[config.mk]
export PLATFORM = sky130hd
export DESIGN_NAME = flash_rst_seq
export DESIGN_NICKNAME = d
export VERILOG_FILES = /design/src/rtl/flash_rst_pkg.sv /design/src/rtl/frs_sync.sv /design/src/rtl/frs_timer.sv /design/src/rtl/frs_ctrl.sv /design/src/rtl/flash_rst_seq.sv
export SDC_FILE = /design/constraint.sdc
export NUM_CORES = 1
export LEC_CHECK = 0
export BUFFER_PORTS_ARGS = -buffer_cell sky130_fd_sc_hd__buf_2
export CAP_MARGIN = 5
export CORE_ASPECT_RATIO = 1.25
export CORE_UTILIZATION = 35
export DETAILED_ROUTE_END_ITERATION = 8
export GPL_ROUTABILITY_DRIVEN = 0
export MAX_ROUTING_LAYER = met4
export PLACE_DENSITY = 0.6
export SYNTH_ARGS = -nofsm -noshare
export SYNTH_HDL_FRONTEND = slang
export SYNTH_HIERARCHICAL = 1
export SYNTH_SLANG_ARGS = --single-unit
[constraint.sdc]
create_clock -name clk -period 1.9 [get_ports clk]
set_input_delay 0.19 -clock clk [delete_from_list [all_inputs] [get_ports clk]]
set_output_delay 0.19 -clock clk [all_outputs]
set_load 0.02 [all_outputs]
[src/rtl/flash_rst_pkg.sv]
package flash_rst_pkg;

    typedef enum logic [1:0] {
        ST_RUN  = 2'd0,
        ST_PEND = 2'd1,
        ST_RST  = 2'd2,
        ST_HOLD = 2'd3
    } frs_state_e;

    function automatic int frs_max(input int a, input int b);
        return (a > b) ? a : b;
    endfunction

endpackage

[src/rtl/frs_sync.sv]
module frs_sync #(
    parameter int   STAGES  = 2,
    parameter logic RST_VAL = 1'b1
) (
    input  logic clk,
    input  logic rst_n,
    input  logic async_i,
    output logic sync_o
);
    logic [STAGES-1:0] sh_d, sh_q;

    always_comb begin
        sh_d = {sh_q[STAGES-2:0], async_i};
    end

    always_ff @(posedge clk) begin
        if (!rst_n) sh_q <= {STAGES{RST_VAL}};
        else        sh_q <= sh_d;
    end

    assign sync_o = sh_q[STAGES-1];
endmodule

[src/rtl/frs_timer.sv]
module frs_timer #(
    parameter int W = 4
) (
    input  logic         clk,
    input  logic         rst_n,
    input  logic         load_i,
    input  logic [W-1:0] load_val_i,
    output logic [W-1:0] cnt_o
);
    logic [W-1:0] cnt_d, cnt_q;

    always_comb begin
        cnt_d = cnt_q;
        if (load_i)            cnt_d = load_val_i;
        else if (cnt_q != '0)  cnt_d = cnt_q - W'(1);
    end

    always_ff @(posedge clk) begin
        if (!rst_n) cnt_q <= '0;
        else        cnt_q <= cnt_d;
    end

    assign cnt_o = cnt_q;

    AST_TMR_STEP: assert property (@(posedge clk) disable iff (!rst_n)
        (!load_i && cnt_q != '0) |=> (cnt_q == $past(cnt_q) - W'(1)));
endmodule

[src/rtl/frs_ctrl.sv]
module frs_ctrl
    import flash_rst_pkg::*;
#(
    parameter int TRP         = 4,
    parameter int TREADY_EMB  = 20,
    parameter int TREADY_IDLE = 8,
    parameter int TRH         = 5,
    parameter int RDY_W       = 5,
    parameter int HOLD_W      = 3
) (
    input  logic              clk,
    input  logic              rst_n,
    input  logic              pin_low_i,
    input  logic              alg_busy_i,
    input  logic              cmd_start_i,
    input  logic [RDY_W-1:0]  rdy_cnt_i,
    input  logic [HOLD_W-1:0] hold_cnt_i,
    output logic              rdy_load_o,
    output logic [RDY_W-1:0]  rdy_val_o,
    output logic              hold_load_o,
    output logic              access_ok_o,
    output logic              ready_o,
    output logic              abort_o,
    output logic              csm_read_o,
    output logic              aborted_o
);
    localparam int PW_W = $clog2(TRP + 1);

    typedef struct packed {
        frs_state_e        state;
        logic [PW_W-1:0]   pw;
        logic              emb;
        logic              abort;
        logic              aborted;
    } ctrl_t;

    ctrl_t r_d, r_q;

    always_comb begin
        r_d          = r_q;
        r_d.abort    = 1'b0;
        rdy_load_o   = 1'b0;
        rdy_val_o    = RDY_W'(TREADY_IDLE);
        hold_load_o  = 1'b0;

        case (r_q.state)
            ST_RUN, ST_PEND: begin
                if (!pin_low_i) begin
                    r_d.state = ST_RUN;
                    r_d.pw    = '0;
                    if (r_q.state == ST_RUN && cmd_start_i) r_d.aborted = 1'b0;
                end else if (r_q.state == ST_PEND && r_q.pw == PW_W'(TRP - 1)
                             || (TRP == 1)) begin
                    r_d.state   = ST_RST;
                    r_d.pw      = '0;
                    r_d.abort   = 1'b1;
                    r_d.emb     = alg_busy_i;
                    r_d.aborted = r_q.aborted | alg_busy_i;
                    rdy_load_o  = 1'b1;
                    rdy_val_o   = alg_busy_i ? RDY_W'(TREADY_EMB) : RDY_W'(TREADY_IDLE);
                end else begin
                    r_d.state = ST_PEND;
                    r_d.pw    = r_q.pw + PW_W'(1);
                end
            end
            ST_RST: begin
                if (!pin_low_i) begin
                    r_d.state   = ST_HOLD;
                    hold_load_o = 1'b1;
                end
            end
            default: begin
                if (pin_low_i) begin
                    r_d.state  = ST_RST;
                    rdy_load_o = 1'b1;
                    rdy_val_o  = r_q.emb ? RDY_W'(TREADY_EMB) : RDY_W'(TREADY_IDLE);
                end else if (hold_cnt_i <= HOLD_W'(1) && rdy_cnt_i <= RDY_W'(1)) begin
                    r_d.state = ST_RUN;
                    r_d.emb   = 1'b0;
                end
            end
        endcase
    end

    always_ff @(posedge clk) begin
        if (!rst_n) r_q <= '{state: ST_RUN, pw: '0, emb: 1'b0, abort: 1'b0, aborted: 1'b0};
        else        r_q <= r_d;
    end

    assign access_ok_o = (r_q.state == ST_RUN) && !pin_low_i;
    assign ready_o     = (r_q.state == ST_RUN || r_q.state == ST_PEND) ? !alg_busy_i
                         : !(r_q.emb && rdy_cnt_i != '0);
    assign abort_o     = r_q.abort;
    assign csm_read_o  = (r_q.state == ST_RST || r_q.state == ST_HOLD);
    assign aborted_o   = r_q.aborted;

    AST_QUAL_WIDTH: assert property (@(posedge clk) disable iff (!rst_n)
        (r_q.state == ST_RST && $past(r_q.state) == ST_PEND) |-> ($past(r_q.pw) == PW_W'(TRP - 1)));
    AST_ABORT_PULSE: assert property (@(posedge clk) disable iff (!rst_n)
        r_q.abort |=> !r_q.abort);
    AST_LOW_LEAVES_RUN: assert property (@(posedge clk) disable iff (!rst_n)
        (pin_low_i && r_q.state == ST_RUN) |=> (r_q.state != ST_RUN));
    AST_RESUME_TIMERS: assert property (@(posedge clk) disable iff (!rst_n)
        (r_q.state == ST_RUN && $past(r_q.state) == ST_HOLD) |-> (rdy_cnt_i == '0 && hold_cnt_i == '0));
    AST_FLAG_WITH_ABORT: assert property (@(posedge clk) disable iff (!rst_n)
        $rose(r_q.aborted) |-> r_q.abort);
endmodule

[src/rtl/flash_rst_seq.sv]
module flash_rst_seq
    import flash_rst_pkg::*;
#(
    parameter int TRP         = 4,
    parameter int TREADY_EMB  = 20,
    parameter int TREADY_IDLE = 8,
    parameter int TRH         = 5
) (
    input  logic clk,
    input  logic rst_n,
    input  logic flash_reset_n,
    input  logic oe_n,
    input  logic rd_req,
    input  logic wr_req,
    input  logic alg_busy,
    input  logic cmd_start,
    output logic ready,
    output logic data_oe,
    output logic rd_ok,
    output logic wr_ok,
    output logic access_block,
    output logic alg_abort,
    output logic csm_to_read,
    output logic op_aborted
);
    localparam int RDY_MAX = frs_max(TREADY_EMB, TREADY_IDLE);
    localparam int RDY_W   = $clog2(RDY_MAX + 1);
    localparam int HOLD_W  = $clog2(TRH + 1);

    logic              pin_s;
    logic              rdy_load, hold_load, access_ok;
    logic [RDY_W-1:0]  rdy_val, rdy_cnt;
    logic [HOLD_W-1:0] hold_cnt;

    frs_sync #(.STAGES(2), .RST_VAL(1'b1)) u_sync (
        .clk(clk), .rst_n(rst_n), .async_i(flash_reset_n), .sync_o(pin_s)
    );

    frs_timer #(.W(RDY_W)) u_rdy_tmr (
        .clk(clk), .rst_n(rst_n), .load_i(rdy_load), .load_val_i(rdy_val), .cnt_o(rdy_cnt)
    );

    frs_timer #(.W(HOLD_W)) u_hold_tmr (
        .clk(clk), .rst_n(rst_n), .load_i(hold_load), .load_val_i(HOLD_W'(TRH)), .cnt_o(hold_cnt)
    );

    frs_ctrl #(
        .TRP(TRP), .TREADY_EMB(TREADY_EMB), .TREADY_IDLE(TREADY_IDLE),
        .TRH(TRH), .RDY_W(RDY_W), .HOLD_W(HOLD_W)
    ) u_ctrl (
        .clk(clk), .rst_n(rst_n), .pin_low_i(!pin_s), .alg_busy_i(alg_busy),
        .cmd_start_i(cmd_start), .rdy_cnt_i(rdy_cnt), .hold_cnt_i(hold_cnt),
        .rdy_load_o(rdy_load), .rdy_val_o(rdy_val), .hold_load_o(hold_load),
        .access_ok_o(access_ok), .ready_o(ready), .abort_o(alg_abort),
        .csm_read_o(csm_to_read), .aborted_o(op_aborted)
    );

    assign access_block = !access_ok;
    assign data_oe      = access_ok && !oe_n;
    assign rd_ok        = access_ok && rd_req;
    assign wr_ok        = access_ok && wr_req;

    AST_OE_HIGHZ: assert property (@(posedge clk) disable iff (!rst_n)
        oe_n |-> !data_oe);
endmodule

==> out/qor.txt, run 1 <==
Clock share of power: 19.6%
Switching fraction of total power: 35.2%
Peak supply drop: 0.631 mV
Internal power: 788 uW
Crit share post-route: 90.6%
Net switching power: 428 uW
Worst Path Max Fanout: 11
CTS sink cnt: 18
Clk_lat worst skew: 0.29 ns
GR Overflow Total: 0
Flops & latches, synth: 18
Critical path type: reg2out
Die X: 52.0 um
FFs w/ async S/R, synth: 0%
Combinational power share: 36.0%
DR vias: 920
Hold Crit Class: in2reg
Synth warn: 6
Startpoint Class: register
Port bufs: 15
Total track usage: 14.3%
Std-Cell Rows: 22
Clk buf depth: 2
Reg-to-reg endpoint: u_rdy_tmr/cnt_o[1]$_SDFFE_PN0P_
Final WL: 2.02 mm
CP peak stage delay: 0.37 ns
Setup Skew: 0.00374 ns
F_max: 581 MHz
DRC Markers: 0
Post-synth top area share: 32.9%
Clk slew on worst S/H paths: 0.11 ns
RSZ-0062 raised after global routing: no
Nets: 159
Total CTS buffers: 3
Vias/cell: 5.05
Cell taking the most area after synthesis: dfxtp_1
First-pass GRT wire length: 3.53 mm
P_leak: 0.000521 uW
Reg2reg setup slack: 0.24 ns
Initial Utilization: 37.2%
Commonest cells post-synth: dfxtp_1 (18), nand3_1 (11), inv_1 (10)
Worst r2r path cells: 6
Fin. Hold Viols: 0
Post-CTS sizing: 0
CP cell instances: buf_4 > nor3_1 > nor2b_2 > buf_2
Hold_sp: flash_reset_n
DIE HEIGHT: 64.5 um
Post-CTS Hold Fix Bufs: 0
Hold Path Depth: 2
Pin count of the biggest net entering global routing: 17
Clk Tree Root Cell: clkbuf_4
Part of the Yosys area used for sequential elements: 32.9%
Number of cells after detailed placement: 178
Non-filler cells in the finished layout: 182
R2r startpoint: u_ctrl/r_q[3]$_SDFFE_PN0N_
Hold endpoint: u_sync/sh_q[0]$_SDFF_PN1_
ANT cells: 0
DRT iter0 DRCs: 18
Top-count cell post-synth: dfxtp_1
PD cells: 990 nW/um^2
Final ANT Viol Nets: 0
Cells after synthesis: 129
Vias in the first global route: 857
# Post-CTS Setup Buffers: 0
Top cells by area, synth: dfxtp_1 (33%), nand3_1 (5.0%), ha_1 (4.6%), buf_4 (3.4%), inv_1 (3.4%)
Crit path arrival time: 1.53 ns
Worst setup EP type: output port
Syn Std Cell Area: 1090 sq um
I/O pins: 16
Hold Slack: 0.0731 ns
Setup slack at placement: 0.271 ns
Mean Syn Cell Area: 8.49 sq um
Core Region: 2950 sq um
Status: complete, no violations
Die area: 3360 sq um
Initial antenna violation count: 0
TritonCTS clock tree: done
Routed wire per std cell: 11.1 um
Post-DP HPWL: 1.54 mm
Maxcap violations: 0
Share of layout cells above drive strength 1: 22.6%
Setup ws final: 0.179 ns
Ys flop type: dfxtp_1
Min Tclk post-route: 1.72 ns
Register share of total power: 44.4%
Final core occ: 41.7%
H-Tree Depth: 1
Worst endpoint required time: 1.71 ns
DRT Pass-1 Iters: 4
Area growth syn-to-layout: 12.1%
Unique cell type count in the Yosys netlist: 43
EDFF count, synth: 0
CP max-delay cell: nor3_1
Sum Neg Setup Slack: 0 ns
# setup viols final: 0
Max Slew Vio Count: 0
power by group through the flow:
| stage | clock, uW | sequential [uW] | combinational (uW) |
|---|---|---|---|
| finish | 238 | 540 | 438 |
| global route | 269 | 547 | 508 |
| CTS | 251 | 539 | 444 |
| detailed placement | 0 | 549 | 442 |
| global placement | 0 | 545 | 437 |
| floorplan | 0 | 525 | 367 |
area by class of cell:
class | instances | area (sq um)
Fill cell | 314 | 1720
Multi-Input combinational cell | 92 | 628
Sequential cell | 18 | 360
Timing Repair Buffer | 20 | 113
Inverter | 12 | 45.0
Tap cell | 36 | 45.0
Clock buffer | 4 | 36.3
per-stage QoR:
step | cell area, sq um | total power [uW]
2_1_floorplan | 1100 | 892
3_3_place_gp | 1190 | 982
3_5_place_dp | 1190 | 991
4_1_cts | 1230 | 1230
5_1_grt | 1230 | 1320
6_report | 1230 | 1220
routing by layer:
metal  vias up  wire length (um)  track usage (%)
met2         5              1040             24.5
met3         2                41             2.82
met1       433               921             15.6
li1        480                 -                -
met4         0                14             6.08
met5         -                 0                -
worst max-delay path by stage:
| stage | depth (start not counted) | slack [ns] | startpoint | to |
|---|---|---|---|---|
| floorplan | 5 | 0.37 | u_ctrl/r_q[7]$_SDFFE_PN0P_ | u_hold_tmr/cnt_o[1]$_SDFFE_PN0P_ |
| CTS | 4 | 0.14 | u_ctrl/r_q[7]$_SDFFE_PN0P_ | data_oe |
| global route | 5 | 0.05 | u_sync/sh_q[1]$_SDFF_PN1_ | data_oe |
| global placement | 6 | 0.31 | u_ctrl/r_q[3]$_SDFFE_PN0N_ | u_rdy_tmr/cnt_o[1]$_SDFFE_PN0P_ |
| finish | 4 | 0.18 | u_ctrl/r_q[7]$_SDFFE_PN0P_ | data_oe |
| detailed placement | 6 | 0.27 | u_ctrl/r_q[3]$_SDFFE_PN0N_ | u_rdy_tmr/cnt_o[1]$_SDFFE_PN0P_ |
flip-flops by register name (all words and copies together), names as in the netlist:
signal and count:
u_sync/sh_q 2, u_hold_tmr/cnt_o 3, u_ctrl/aborted_o 1, u_rdy_tmr/cnt_o 5
u_ctrl/abort_o 1, u_ctrl/r_q 6
critical path: cells and delay by family (launching register included):
kind	cells	cell delay, ns
buf+inv	2	0.33
flops	1	0.33
simple gates	2	0.58
kinds of logic after synthesis:
| logic type | Yosys count | synth area share, % |
|---|---|---|
| and+or+nand+nor | 58 | 33.3 |
| AOI/OAI and AO/OA | 24 | 17.0 |
| buffers and inverters | 21 | 10.4 |
| DFF | 18 | 32.9 |
| adders and majority gates | 4 | 4.57 |
| other | 3 | 1.03 |
| xor gates and xnor gates | 1 | 0.800 |
placed cells by master (no fill, tap or decap), types with 2 or more instances in the layout:
master and n:
dfxtp_1 18, buf_2 15, nand3_1 11, inv_1 10
nand2_1 6, nor2b_1 6, buf_4 5, nand2b_1 5
nor2_1 5, conb_1 5, and2_1 4, a21oi_1 4
a21boi_0 4, ha_1 4, nor2b_2 3, clkbuf_4 3
nor3_1 3, nand4_1 3, inv_2 2, o21ai_0 2
o221a_1 2, a31oi_1 2, nor4b_1 2, a2111oi_1 2
or4_1 2
No activity file was read; power rests on OpenSTA's default activity.
==> run 2: changes to the inputs <==
--- a/config.mk
+++ b/config.mk
@@ -11,6 +11,7 @@
 export CORE_UTILIZATION = 35
 export DETAILED_ROUTE_END_ITERATION = 8
 export GPL_ROUTABILITY_DRIVEN = 0
+export HOLD_SLACK_MARGIN = 0.15
 export MAX_ROUTING_LAYER = met4
 export PLACE_DENSITY = 0.6
 export SYNTH_ARGS = -nofsm -noshare
==> out/qor.txt, run 2 (synthesized netlist as in run 1, its figures left out) <==
Min Tclk post-route: 1.72 ns
DRT Pass-1 Iters: 4
DRC Markers: 0
Die X: 52.0 um
Worst Path Max Fanout: 11
I/O pins: 16
Total track usage: 14.6%
RSZ-0062 raised after global routing: no
Maxcap violations: 0
P_leak: 0.000536 uW
Layout fillers: 314
Nets: 163
DRT iter0 DRCs: 22
Final ANT Viol Nets: 0
Worst r2r path cells: 6
Max Slew Vio Count: 0
Non-filler cells in the finished layout: 186
Most frequent cells in the layout: dfxtp_1 (18), buf_2 (15), nand3_1 (11)
Clk Tree Root Cell: clkbuf_4
Fin. Hold Viols: 0
Total CTS buffers: 3
Vias in the first global route: 888
Peak supply drop: 0.630 mV
Pwr Total: 1220 uW
Status: complete, no violations
Post-DP HPWL: 1.54 mm
Reg-to-reg endpoint: u_rdy_tmr/cnt_o[1]$_SDFFE_PN0P_
F_max: 581 MHz
Initial antenna violation count: 0
Hold Path Depth: 4
DIE HEIGHT: 64.5 um
Std-Cell Rows: 22
# setup viols final: 0
Setup Skew: 0.00396 ns
Design area: 1270 sq um
Core Region: 2950 sq um
Setup ws final: 0.179 ns
Pin count of the biggest net entering global routing: 17
Number of cells after detailed placement: 178
Routed wire per std cell: 10.9 um
Crit share post-route: 90.6%
Critical path type: reg2out
# Post-CTS Setup Buffers: 0
Setup slack at placement: 0.271 ns
Reg2reg setup slack: 0.24 ns
First-pass GRT wire length: 3.62 mm
Area growth syn-to-layout: 15.8%
Die area: 3360 sq um
Share of layout cells above drive strength 1: 22.0%
R2r startpoint: u_ctrl/r_q[3]$_SDFFE_PN0N_
Final WL: 2.03 mm
Hold Crit Class: in2reg
Initial Utilization: 37.2%
Vias/cell: 5.05
Worst setup EP type: output port
Sum Neg Setup Slack: 0 ns
Hold_sp: alg_busy
Clk slew on worst S/H paths: 0.11 ns
Clk buf depth: 2
Worst endpoint required time: 1.71 ns
Clk_lat worst skew: 0.29 ns
GR Overflow Total: 0
H-Tree Depth: 1
ANT cells: 0
Max reg flops: 6
Port bufs: 15
DR vias: 939
Most flop-heavy register: u_ctrl/r_q
Hold endpoint: u_ctrl/aborted_o$_SDFFE_PN0P_
Startpoint Class: register
Most common cell after layout, fill and taps aside: dfxtp_1
Area after DPL: 1190 sq um
Crit path arrival time: 1.53 ns
TritonCTS clock tree: done
PD cells: 964 nW/um^2
CTS sink cnt: 18
==> run 2: how the worst max path moves through the flow <==
| stage | startpoint | end | slack [ns] | depth (start not counted) |
|---|---|---|---|---|
| 2_1_floorplan | u_ctrl/r_q[7]$_SDFFE_PN0P_ | u_hold_tmr/cnt_o[1]$_SDFFE_PN0P_ | 0.37 | 5 |
| 3_3_place_gp | u_ctrl/r_q[3]$_SDFFE_PN0N_ | u_rdy_tmr/cnt_o[1]$_SDFFE_PN0P_ | 0.31 | 6 |
| 3_5_place_dp | u_ctrl/r_q[3]$_SDFFE_PN0N_ | u_rdy_tmr/cnt_o[1]$_SDFFE_PN0P_ | 0.27 | 6 |
| 4_1_cts | u_ctrl/r_q[7]$_SDFFE_PN0P_ | data_oe | 0.14 | 4 |
| 5_1_grt | u_sync/sh_q[1]$_SDFF_PN1_ | data_oe | 0.05 | 5 |
| 6_report | u_ctrl/r_q[7]$_SDFFE_PN0P_ | data_oe | 0.18 | 4 |
==> run 2: stage by stage <==
step                      util [%]  hold slack [ns]
after floorplan                  -            0.263
after global placement        40.4            0.379
after detailed placement      40.4            0.381
after CTS                     43.0            0.370
after global routing          43.0            0.406
final                         43.0            0.376
==> run 2: layout make-up <==
type | instances | area, sq um | share of cell area, %
inverters | 12 | 45.0 | 3.55
well taps | 36 | 45.0 | 3.55
clock buffers | 4 | 36.3 | 2.86
repair buffers | 24 | 153 | 12.0
multi-input cells | 92 | 628 | 49.6
flip-flops and latches | 18 | 360 | 28.4
==> run 2: critical path: stages (launching register included) <==
cell	delay (ns)
dfxtp_1	0.33
buf_4	0.17
nor3_1	0.37
nor2b_2	0.21
buf_2	0.16
==> run 2: metal layers <==
| layer | track usage [%] | wire length (um) | up-vias | part of all wire (%) |
|---|---|---|---|---|
| met3 | 2.82 | 52 | 2 | 2.6 |
| met2 | 25.3 | 1050 | 9 | 52 |
| met4 | 6.08 | 14 | 0 | 0.69 |
| li1 | - | - | 489 | - |
| met5 | - | 0 | - | 0 |
| met1 | 15.9 | 918 | 439 | 45 |
==> run 2: report_power, final <==
group / total, uW / leakage, uW / switching, uW / internal, uW
sequential: 540 / 0.000147 / 92.4 / 447
combinational: 444 / 0.000368 / 215 / 229
clock: 239 / 0.0000210 / 122 / 117
==> run 2: what timing repair did <==
item | in CTS | in global routing
hold buffers | 4 | 0
hold endpoints to repair | 3 | 0
gates resized for setup | 0 | 0
